==> src/rtl/scrub_pkg.sv <==
package scrub_pkg;
    localparam logic [1:0] MODE_ONCE    = 2'd0;
    localparam logic [1:0] MODE_FOREVER = 2'd1;
    localparam logic [1:0] MODE_COUNTED = 2'd2;

    typedef enum logic [1:0] {
        ST_IDLE  = 2'd0,
        ST_FETCH = 2'd1,
        ST_PUSH  = 2'd2
    } scrub_state_t;
endpackage

==> src/rtl/scrub_addr_gen.sv <==
module scrub_addr_gen #(
    parameter int AW = 16,
    parameter int LW = 12
) (
    input  logic          clk,
    input  logic          rst_n,
    input  logic          arm,
    input  logic          wrap,
    input  logic          step,
    input  logic [AW-1:0] base,
    input  logic [LW-1:0] len,
    output logic [AW-1:0] addr,
    output logic          last
);
    logic [AW-1:0] base_q;
    logic [AW-1:0] addr_q;
    logic [LW-1:0] len_q;
    logic [LW-1:0] idx_q;

    always_ff @(posedge clk or negedge rst_n) begin
        if (!rst_n) begin
            base_q <= '0;
            addr_q <= '0;
            len_q  <= '0;
            idx_q  <= '0;
        end else if (arm) begin
            base_q <= base;
            addr_q <= base;
            len_q  <= len;
            idx_q  <= '0;
        end else if (wrap) begin
            addr_q <= base_q;
            idx_q  <= '0;
        end else if (step) begin
            addr_q <= addr_q + AW'(1);
            idx_q  <= idx_q + LW'(1);
        end
    end

    assign addr = addr_q;
    assign last = (idx_q == (len_q - LW'(1)));
endmodule

==> src/rtl/scrub_pass_ctr.sv <==
module scrub_pass_ctr #(
    parameter int CW = 16
) (
    input  logic          clk,
    input  logic          rst_n,
    input  logic          clear,
    input  logic          bump,
    input  logic [CW-1:0] target,
    output logic [CW-1:0] count,
    output logic          at_goal
);
    logic [CW-1:0] count_q;
    logic [CW-1:0] target_q;

    always_ff @(posedge clk or negedge rst_n) begin
        if (!rst_n) begin
            count_q  <= '0;
            target_q <= '0;
        end else if (clear) begin
            count_q  <= '0;
            target_q <= target;
        end else if (bump) begin
            count_q  <= count_q + CW'(1);
        end
    end

    assign count   = count_q;
    assign at_goal = ((count_q + CW'(1)) == target_q);
endmodule

==> src/rtl/scrub_seq.sv <==
module scrub_seq
    import scrub_pkg::*;
#(
    parameter int AW = 16,
    parameter int DW = 8,
    parameter int LW = 12,
    parameter int CW = 16
) (
    input  logic          clk,
    input  logic          rst_n,
    input  logic          cmd_start,
    input  logic [1:0]    cmd_mode,
    input  logic          cmd_abort,
    input  logic [CW-1:0] cmd_count,
    input  logic [AW-1:0] img_base,
    input  logic [LW-1:0] img_len,
    output logic [AW-1:0] fl_addr,
    output logic          fl_rd,
    input  logic [DW-1:0] fl_data,
    input  logic          fl_ready,
    output logic [DW-1:0] cfg_d,
    output logic          cfg_cs_n,
    output logic          cfg_wr_n,
    output logic          busy,
    output logic          done,
    output logic          err_cfg,
    output logic [CW-1:0] cycles_done
);
    scrub_state_t st_q, st_d;

    logic [1:0]    mode_q;
    logic          abort_pend_q;
    logic [DW-1:0] data_q;
    logic          last_word;
    logic          at_goal;
    logic          req_bad;
    logic          accept;
    logic          reject;
    logic          pass_end;
    logic          stop_run;
    logic          do_wrap;
    logic          do_step;
    logic          single_like;

    // request screening
    assign req_bad = (img_len == '0) ||
                     ((cmd_mode == MODE_COUNTED) && (cmd_count == '0));
    assign accept  = cmd_start && (st_q == ST_IDLE) && !req_bad;
    assign reject  = cmd_start && (st_q == ST_IDLE) && req_bad;

    // end-of-pass decision
    assign single_like = (mode_q != MODE_FOREVER) && (mode_q != MODE_COUNTED);
    assign pass_end    = (st_q == ST_PUSH) && last_word;
    assign stop_run    = pass_end &&
                         (single_like ||
                          ((mode_q == MODE_COUNTED) && at_goal) ||
                          abort_pend_q || cmd_abort);
    assign do_wrap     = pass_end && !stop_run;
    assign do_step     = (st_q == ST_PUSH) && !last_word;

    scrub_addr_gen #(.AW(AW), .LW(LW)) u_addr (
        .clk  (clk),
        .rst_n(rst_n),
        .arm  (accept),
        .wrap (do_wrap),
        .step (do_step),
        .base (img_base),
        .len  (img_len),
        .addr (fl_addr),
        .last (last_word)
    );

    scrub_pass_ctr #(.CW(CW)) u_pass (
        .clk    (clk),
        .rst_n  (rst_n),
        .clear  (accept),
        .bump   (pass_end),
        .target (cmd_count),
        .count  (cycles_done),
        .at_goal(at_goal)
    );

    // state register
    always_ff @(posedge clk or negedge rst_n) begin
        if (!rst_n) st_q <= ST_IDLE;
        else        st_q <= st_d;
    end

    // next state
    always_comb begin
        st_d = st_q;
        unique case (st_q)
            ST_IDLE:  if (accept)   st_d = ST_FETCH;
            ST_FETCH: if (fl_ready) st_d = ST_PUSH;
            ST_PUSH:  st_d = stop_run ? ST_IDLE : ST_FETCH;
            default:  st_d = ST_IDLE;
        endcase
    end

    // run context, data capture and status
    always_ff @(posedge clk or negedge rst_n) begin
        if (!rst_n) begin
            mode_q       <= MODE_ONCE;
            abort_pend_q <= 1'b0;
            err_cfg      <= 1'b0;
            done         <= 1'b0;
            data_q       <= '0;
        end else begin
            done <= stop_run;
            if (accept) begin
                mode_q       <= cmd_mode;
                abort_pend_q <= 1'b0;
                err_cfg      <= 1'b0;
            end else begin
                if (reject) err_cfg <= 1'b1;
                if (stop_run)
                    abort_pend_q <= 1'b0;
                else if (cmd_abort && (st_q != ST_IDLE))
                    abort_pend_q <= 1'b1;
            end
            if ((st_q == ST_FETCH) && fl_ready) data_q <= fl_data;
        end
    end

    // outputs
    always_comb begin
        fl_rd    = 1'b0;
        cfg_cs_n = 1'b1;
        cfg_wr_n = 1'b1;
        busy     = 1'b1;
        unique case (st_q)
            ST_IDLE:  busy = 1'b0;
            ST_FETCH: fl_rd = 1'b1;
            ST_PUSH: begin
                cfg_cs_n = 1'b0;
                cfg_wr_n = 1'b0;
            end
            default:  busy = 1'b0;
        endcase
    end

    assign cfg_d = data_q;
endmodule

==> config.mk <==
export PLATFORM = sky130hd
export DESIGN_NAME = scrub_seq
export DESIGN_NICKNAME = d
export VERILOG_FILES = /design/src/rtl/scrub_pkg.sv /design/src/rtl/scrub_addr_gen.sv /design/src/rtl/scrub_pass_ctr.sv /design/src/rtl/scrub_seq.sv
export SDC_FILE = /design/constraint.sdc
export NUM_CORES = 1
export LEC_CHECK = 0
export BUFFER_PORTS_ARGS = -buffer_cell sky130_fd_sc_hd__buf_2
export CORE_UTILIZATION = 51
export CTS_BUF_LIST = sky130_fd_sc_hd__clkbuf_4 sky130_fd_sc_hd__clkbuf_8 sky130_fd_sc_hd__clkbuf_16
export CTS_CLUSTER_DIAMETER = 50
export DETAILED_ROUTE_END_ITERATION = 7
export MAX_ROUTING_LAYER = met4
export PLACE_DENSITY = 0.74
export SETUP_SLACK_MARGIN = 0.05
export SKIP_LAST_GASP = 1
export SLEW_MARGIN = 5
export SYNTH_ARGS = -nofsm -noshare
export SYNTH_HDL_FRONTEND = slang
export SYNTH_SLANG_ARGS = --single-unit
export TNS_END_PERCENT = 30
==> constraint.sdc <==
create_clock -name clk -period 3.11 [get_ports clk]
set_input_delay 0.7775 -clock clk [delete_from_list [all_inputs] [get_ports clk]]
set_output_delay 0.7775 -clock clk [all_outputs]
set_load 0.01 [all_outputs]
; ---- Word level (Yosys, flattened, before mapping)
; Index checks and enable logic that the tools add are counted.
[word_totals]
input_bits = 59
register_bits = 103
elab_cells = 75
[classes]
n_eq_ne = 10
n_reduce_logical = 29
addsub = 4
mux = 20
[op_table]
columns = operator, count
row1 = $mux 16, 5
row2 = $mux 12, 3
row3 = $add 16x1->16 const B, 2
row4 = $eq 16x16->1, 1
row5 = $logic_not 16->1, 1
row6 = $add 12x1->12 const B, 1
row7 = $eq 12x12->1, 1
row8 = $logic_and 1x1->1, 12
row9 = $logic_not 12->1, 1
row10 = $sub 12x1->12 const B, 1
row11 = $mux 1, 9
row12 = $eq 2x2->1 const B, 3
row13 = $ne 2x2->1 const B, 3
row14 = $pmux 2 s3, 1
row15 = $reduce_bool 2->1, 3
row16 = $reduce_bool 3->1, 2
row17 = $logic_or 1x1->1, 4
row18 = $mux 2, 2
row19 = $logic_not 1->1, 3
row20 = $eq 2x1->1 const B, 1
row21 = $logic_not 2->1, 1
row22 = $ne 2x1->1 const B, 1
row23 = $reduce_and 2->1, 1
row24 = $reduce_or 2->1, 1

; ---- Depth between registers and ports, before layout
[logic_depth]
ltp_word = 11
depth_mapped = 12

; ---- Cells and area by module
; Synthesis repeated with hierarchy kept, for this count alone.
[unflattened]
cells_unflattened = 603
hier_area_um2 = 5901.9
[modules_own_cells]
columns = module, cells_per_inst, seq_area_each_um2, area_each_um2, instances
row1 = scrub_addr_gen, 349, 1401.3, 3221.8, 1
row2 = scrub_pass_ctr, 181, 800.8, 1823.0, 1
row3 = scrub_seq, 73, 375.4, 857.1, 1

; ---- Least setup slack after synthesis
; OpenSTA, ideal clock, no wires.
[synth_path]
kind = flip-flop to flip-flop
from = register u_pass.count_q[0] (netlist: u_pass.count[0])
to = register u_addr.addr_q[11] (netlist: u_addr.addr[11])
arrival_time_ns = 2.912
period_less_slack_ns = 3.035
setup_time_ns = 0.123
path_stages_with_launch = 12
required_ns = 2.987
slack_ns = 0.075
n_path_buf = 2
cell_sequence = dfrtp_1 ha_1 buf_2 nand2_1 nor4_4 xor2_1 a2111o_1 nor4_4 nor3_2 or2_1 buf_6 o221a_1
[synth_between]
elab_chain_len = 11
word_cells_on_any_way = 12
classes_between = add/sub: 1 / eq/ne: 1 / mux: 2 / reduce/logical: 8
[synth_lines]
columns = element, line_no
row1 = start: declaration, scrub_pass_ctr.sv:12  ; logic [CW-1:0] count_q;
row2 = start signal: assignment, scrub_pass_ctr.sv:23  ; count_q <= count_q + CW'(1);
row3 = $add 16x1->16 (*), scrub_pass_ctr.sv:28  ; assign at_goal = ((count_q + CW'(1)) == target_q);
row4 = $eq 16x16->1 (*), scrub_pass_ctr.sv:28
row5 = $logic_and 1x1->1 (*), scrub_seq.sv:56  ; ((mode_q == MODE_COUNTED) && at_goal) ||
row6 = $logic_or 1x1->1 (*), scrub_seq.sv:55  ; (single_like ||
row7 = $logic_or 1x1->1 (*), scrub_seq.sv:56
row8 = $logic_or 1x1->1 (*), scrub_seq.sv:57  ; abort_pend_q || cmd_abort);
row9 = $logic_and 1x1->1 (*), scrub_seq.sv:54  ; assign stop_run = pass_end &&
row10 = $logic_not 1->1 (*), scrub_seq.sv:58  ; assign do_wrap = pass_end && !stop_run;
row11 = $logic_and 1x1->1 (*), scrub_seq.sv:58
row12 = $mux 16, scrub_addr_gen.sv:31  ; end else if (wrap) begin
row13 = $mux 16, scrub_addr_gen.sv:26  ; end else if (arm) begin
row14 = end signal: assignment, scrub_addr_gen.sv:28  ; addr_q <= base;
row15 = end signal: assignment, scrub_addr_gen.sv:32  ; addr_q <= base_q;
row16 = end signal: assignment, scrub_addr_gen.sv:35  ; addr_q <= addr_q + AW'(1);
row17 = end: declaration, scrub_addr_gen.sv:16  ; logic [AW-1:0] addr_q;
; Every way passes the cells marked *; elsewhere a longest branch is shown, timed or not.
; A chain may end at the register's enable or synchronous reset.

; ---- Worst setup path in the final report
[layout_path]
from = register u_pass.count_q[2] (netlist: u_pass.count[2])
to = register u_addr.addr_q[15] (netlist: u_addr.addr[15])
; The elaborated chain is that of the path after synthesis.

==> impl_metrics.env <==
export IMPL_status="finished, violations left"
export IMPL_violations="DRC"
export IMPL_synth_adder_area_share_pct=1.64
export IMPL_r2r_setup_slack_ns=0.19
export IMPL_synth_top_family_by_area="simple AND/OR/NAND/NOR gates"
export IMPL_cp_slowest_cell="a2111o_1"
export IMPL_die_w_um=111
export IMPL_synth_top_flop_cell="dfrtp_1"
export IMPL_port_buffers=104
export IMPL_cts_root_buffer="clkbuf_16"
export IMPL_top_layer_used="met4"
export IMPL_max_freq_ghz=0.342
export IMPL_place_congestion=0.928
export IMPL_drt_iter0_markers=460
export IMPL_powerDensity_nw_per_um2=806
export IMPL_rr_startpoint="u_pass.count[2]$_DFFE_PN0P_"
export IMPL_instances_no_fill=932
export IMPL_switching_share_pct=41.1
export IMPL_crit_type="reg -> reg"
export IMPL_num_vias=5408
export IMPL_arrival_ns=3.19
export IMPL_hold_class="in -> async"
export IMPL_synth_mux_area_share_pct=2.62
export IMPL_fin_worst_skew_ns=0.0100
export IMPL_ios=105
export IMPL_fin_hold_ws_ns=0.441
export IMPL_slowest_delay_ns=0.46
export IMPL_clk_latency_ns=0.36
export IMPL_syn_to_final_growth_pct=19.5
export IMPL_combPwrFrac_pct=42.8
export IMPL_antenna_found_initial=0
export IMPL_h_tree_depth=3
export IMPL_yosysSeqAreaShare_pct=42.2
export IMPL_drv_slew=0
export IMPL_path_cells="buf_4 > nand4_4 > nor4_4 > xor2_1 > a2111o_1 > nor4_4 > buf_6 > nor3_4 > buf_12 > or3_1 > a211oi_1"
export IMPL_dp_cells=914
export IMPL_grtUsageTotal_pct=26.1
export IMPL_worstSetupStartpointType="flop"
export IMPL_cts_buffers=9
export IMPL_min_period_ns=2.92
export IMPL_pwr_share_seq_pct=38.5
export IMPL_synth_compound_area_share_pct=13.1
export IMPL_place_hpwl_um=11100
export IMPL_clock_path_buffers=2
export IMPL_cts_tree="yes"
export IMPL_crit_cells=11
export IMPL_wl_met3_um=848
export IMPL_wirelength_um=15200
export IMPL_overflow=0
export IMPL_report_final_hold_viol_count=0
export IMPL_diodes=0
export IMPL_crit_top_cell="nor4_4"
export IMPL_drtPass1Iterations=8
export IMPL_rows=39
export IMPL_internal_power_mw=3.46
export IMPL_path_clk_slew_ns=0.08
export IMPL_vias_per_cell=5.80
export IMPL_peakVddDrop_uv=533
export IMPL_synth_distinct_cells=76
export IMPL_die_area_sq_um=12400
export IMPL_power_net_switching_mw=2.42
export IMPL_layout_nets=851
export IMPL_cp_top_family="simple AND/OR/NAND/NOR gates"
export IMPL_core_sq_um=11600
export IMPL_period_share_pct=93.9
export IMPL_synth_simple_gate_area_share_pct=27.5
export IMPL_grt_max_degree=55
export IMPL_routed_wl_met2_um=7250
export IMPL_leakage_nw=3.48
export IMPL_finalPower_mw=5.89
export IMPL_post_drt_wl_per_cell_um=16.3
export IMPL_clock_sinks=103
export IMPL_drive_above_1_share_pct=25.7
export IMPL_utilization_pct=63.1
export IMPL_rsz0062_at_grt="no"
export IMPL_async_flop_share_pct=100
export IMPL_grt_pass1_wl_um=25100
export IMPL_pwr_share_clk_pct=18.7
export IMPL_synth_cell_area_sq_um=6110
export IMPL_rr_worst_depth=11
export IMPL_syn_area_per_cell_sq_um=9.09
export IMPL_regArea_sq_um=2590
export IMPL_yosys_warnings=0
export IMPL_synthXorXnorAreaFrac_pct=8.60
export IMPL_final_cell_mix="nand2_1 (134), buf_2 (103), dfrtp_1 (95)"
export IMPL_required_ns=3.38
export IMPL_synth_edf_count=0
export IMPL_grt_pass1_vias=5231
export IMPL_fillerInstances=929
export IMPL_multi_input_area_sq_um=3360
export IMPL_synth_seq_cells=103
export IMPL_r2r_end="u_addr.addr[15]$_DFFE_PN0P_"
export IMPL_die_y_um=111
export IMPL_initial_core_util_pct=52.8
export IMPL_synth_nets=739
export IMPL_drt_met1_wl_um=6740
export IMPL_layout_commonest_cell="nand2_1"
export IMPL_tightest_slew_ns=0.660
export IMPL_ant_nets=0
export IMPL_crit_path_end_kind="flop"
export IMPL_critPathMaxFanout=10
export IMPL_cts_hold_repair_buffers=0
export IMPL_max_slew_margin_rel_pct=56.0
export IMPL_syn_inst=672
export IMPL_setup_viol_count_final=0
export IMPL_drc=8
export IMPL_cp_num_buf_inv=3
export IMPL_drv_cap=0
-- flip-flops by register name, summed over array words and instances (netlist names), 2 cells and up --
register         flops
u_pass.count        16
u_addr.idx_q        12
mode_q               2
u_addr.base_q       16
cfg_d                8
u_addr.addr         16
u_addr.len_q        12
st_q                 2
u_pass.target_q     16
-- routing by layer --
| metal | GRT usage (%) | vias to the layer above |
|---|---|---|
| li1 | - | 2579 |
| met1 | 34.0 | 2597 |
| met2 | 41.1 | 203 |
| met3 | 4.74 | 29 |
| met4 | 8.83 | 0 |
| met5 | - | - |
-- Yosys cell counts, types with 7 or more instances --
| cell type | number | area (sq um) |
|---|---|---|
| a21oi_1 | 14 | 70.1 |
| a31oi_1 | 7 | 43.8 |
| and2_1 | 10 | 62.6 |
| and3_1 | 7 | 43.8 |
| clkbuf_1 | 15 | 56.3 |
| dfrtp_1 | 103 | 2580 |
| ha_1 | 8 | 100 |
| inv_1 | 24 | 90.1 |
| mux2_2 | 8 | 90.1 |
| mux2i_1 | 7 | 70.1 |
| nand2_1 | 135 | 507 |
| nand3_1 | 22 | 110 |
| nand4_1 | 16 | 100 |
| nor2_1 | 50 | 188 |
| nor3_1 | 18 | 90.1 |
| nor4_1 | 14 | 87.6 |
| o21ai_0 | 23 | 115 |
| xnor2_1 | 28 | 245 |
| xor2_1 | 32 | 280 |
-- cell families (layout without fill, tap and decap cells) --
| group | Yosys count | after routing |
|---|---|---|
| AOI/OAI and AO/OA | 104 | 104 |
| xor gates and xnor gates | 60 | 60 |
| adders and majority gates | 8 | 8 |
| buffers and inverters | 59 | 176 |
| DFF | 103 | 103 |
| muxes | 15 | 15 |
| and+or+nand+nor | 323 | 323 |
-- worst max path at each step --
stage                                           start                          end  slack (ns)
after floorplan           u_pass.count[0]$_DFFE_PN0P_  u_addr.addr[11]$_DFFE_PN0P_        0.07
after global placement                  cmd_count[10]  u_addr.addr[10]$_DFFE_PN0P_       -0.11
after detailed placement                cmd_count[10]  u_addr.addr[11]$_DFFE_PN0P_       -0.15
after CTS                 u_pass.count[0]$_DFFE_PN0P_   u_addr.addr[8]$_DFFE_PN0P_       -0.04
after global routing      u_addr.len_q[0]$_DFFE_PN0P_  u_addr.addr[15]$_DFFE_PN0P_        0.05
final                     u_pass.count[2]$_DFFE_PN0P_  u_addr.addr[15]$_DFFE_PN0P_        0.19
-- cell type report --
type	instances	area share, %
Timing Repair Buffer	136	11.0
Inverter	24	1.23
Sequential cell	103	35.4
Clock inverter	7	0.788
Tap cell	143	2.45
Clock buffer	9	3.08
Multi-Input combinational cell	510	46.0
-- through the flow --
| stage | area [sq um] | TNS [ns] | setup WS [ns] |
|---|---|---|---|
| 2_1_floorplan | 6110 | 0 | 0.0747 |
| 3_3_place_gp | 6890 | -0.554 | -0.109 |
| 3_5_place_dp | 6890 | -0.838 | -0.150 |
| 4_1_cts | 7200 | -0.0903 | -0.0428 |
| 5_1_grt | 7300 | 0 | 0.0473 |
| 6_report | 7300 | 0 | 0.188 |
-- power groups by stage --
stage / Combinational (mW) / Sequential [mW] / Clock (mW)
2_1_floorplan: 1.75 / 2.21 / 0
5_1_grt: 2.79 / 2.33 / 1.17
3_3_place_gp: 2.37 / 2.24 / 0
4_1_cts: 2.49 / 2.25 / 1.12
6_report: 2.52 / 2.27 / 1.10
3_5_place_dp: 2.47 / 2.27 / 0
-- what timing repair did --
action,4_1_cts,5_1_grt
buffers inserted,1,1
gates resized for setup,1,24
setup endpoints to repair,14,31
pin swaps,1,1
(Power assumes the default switching activity.)
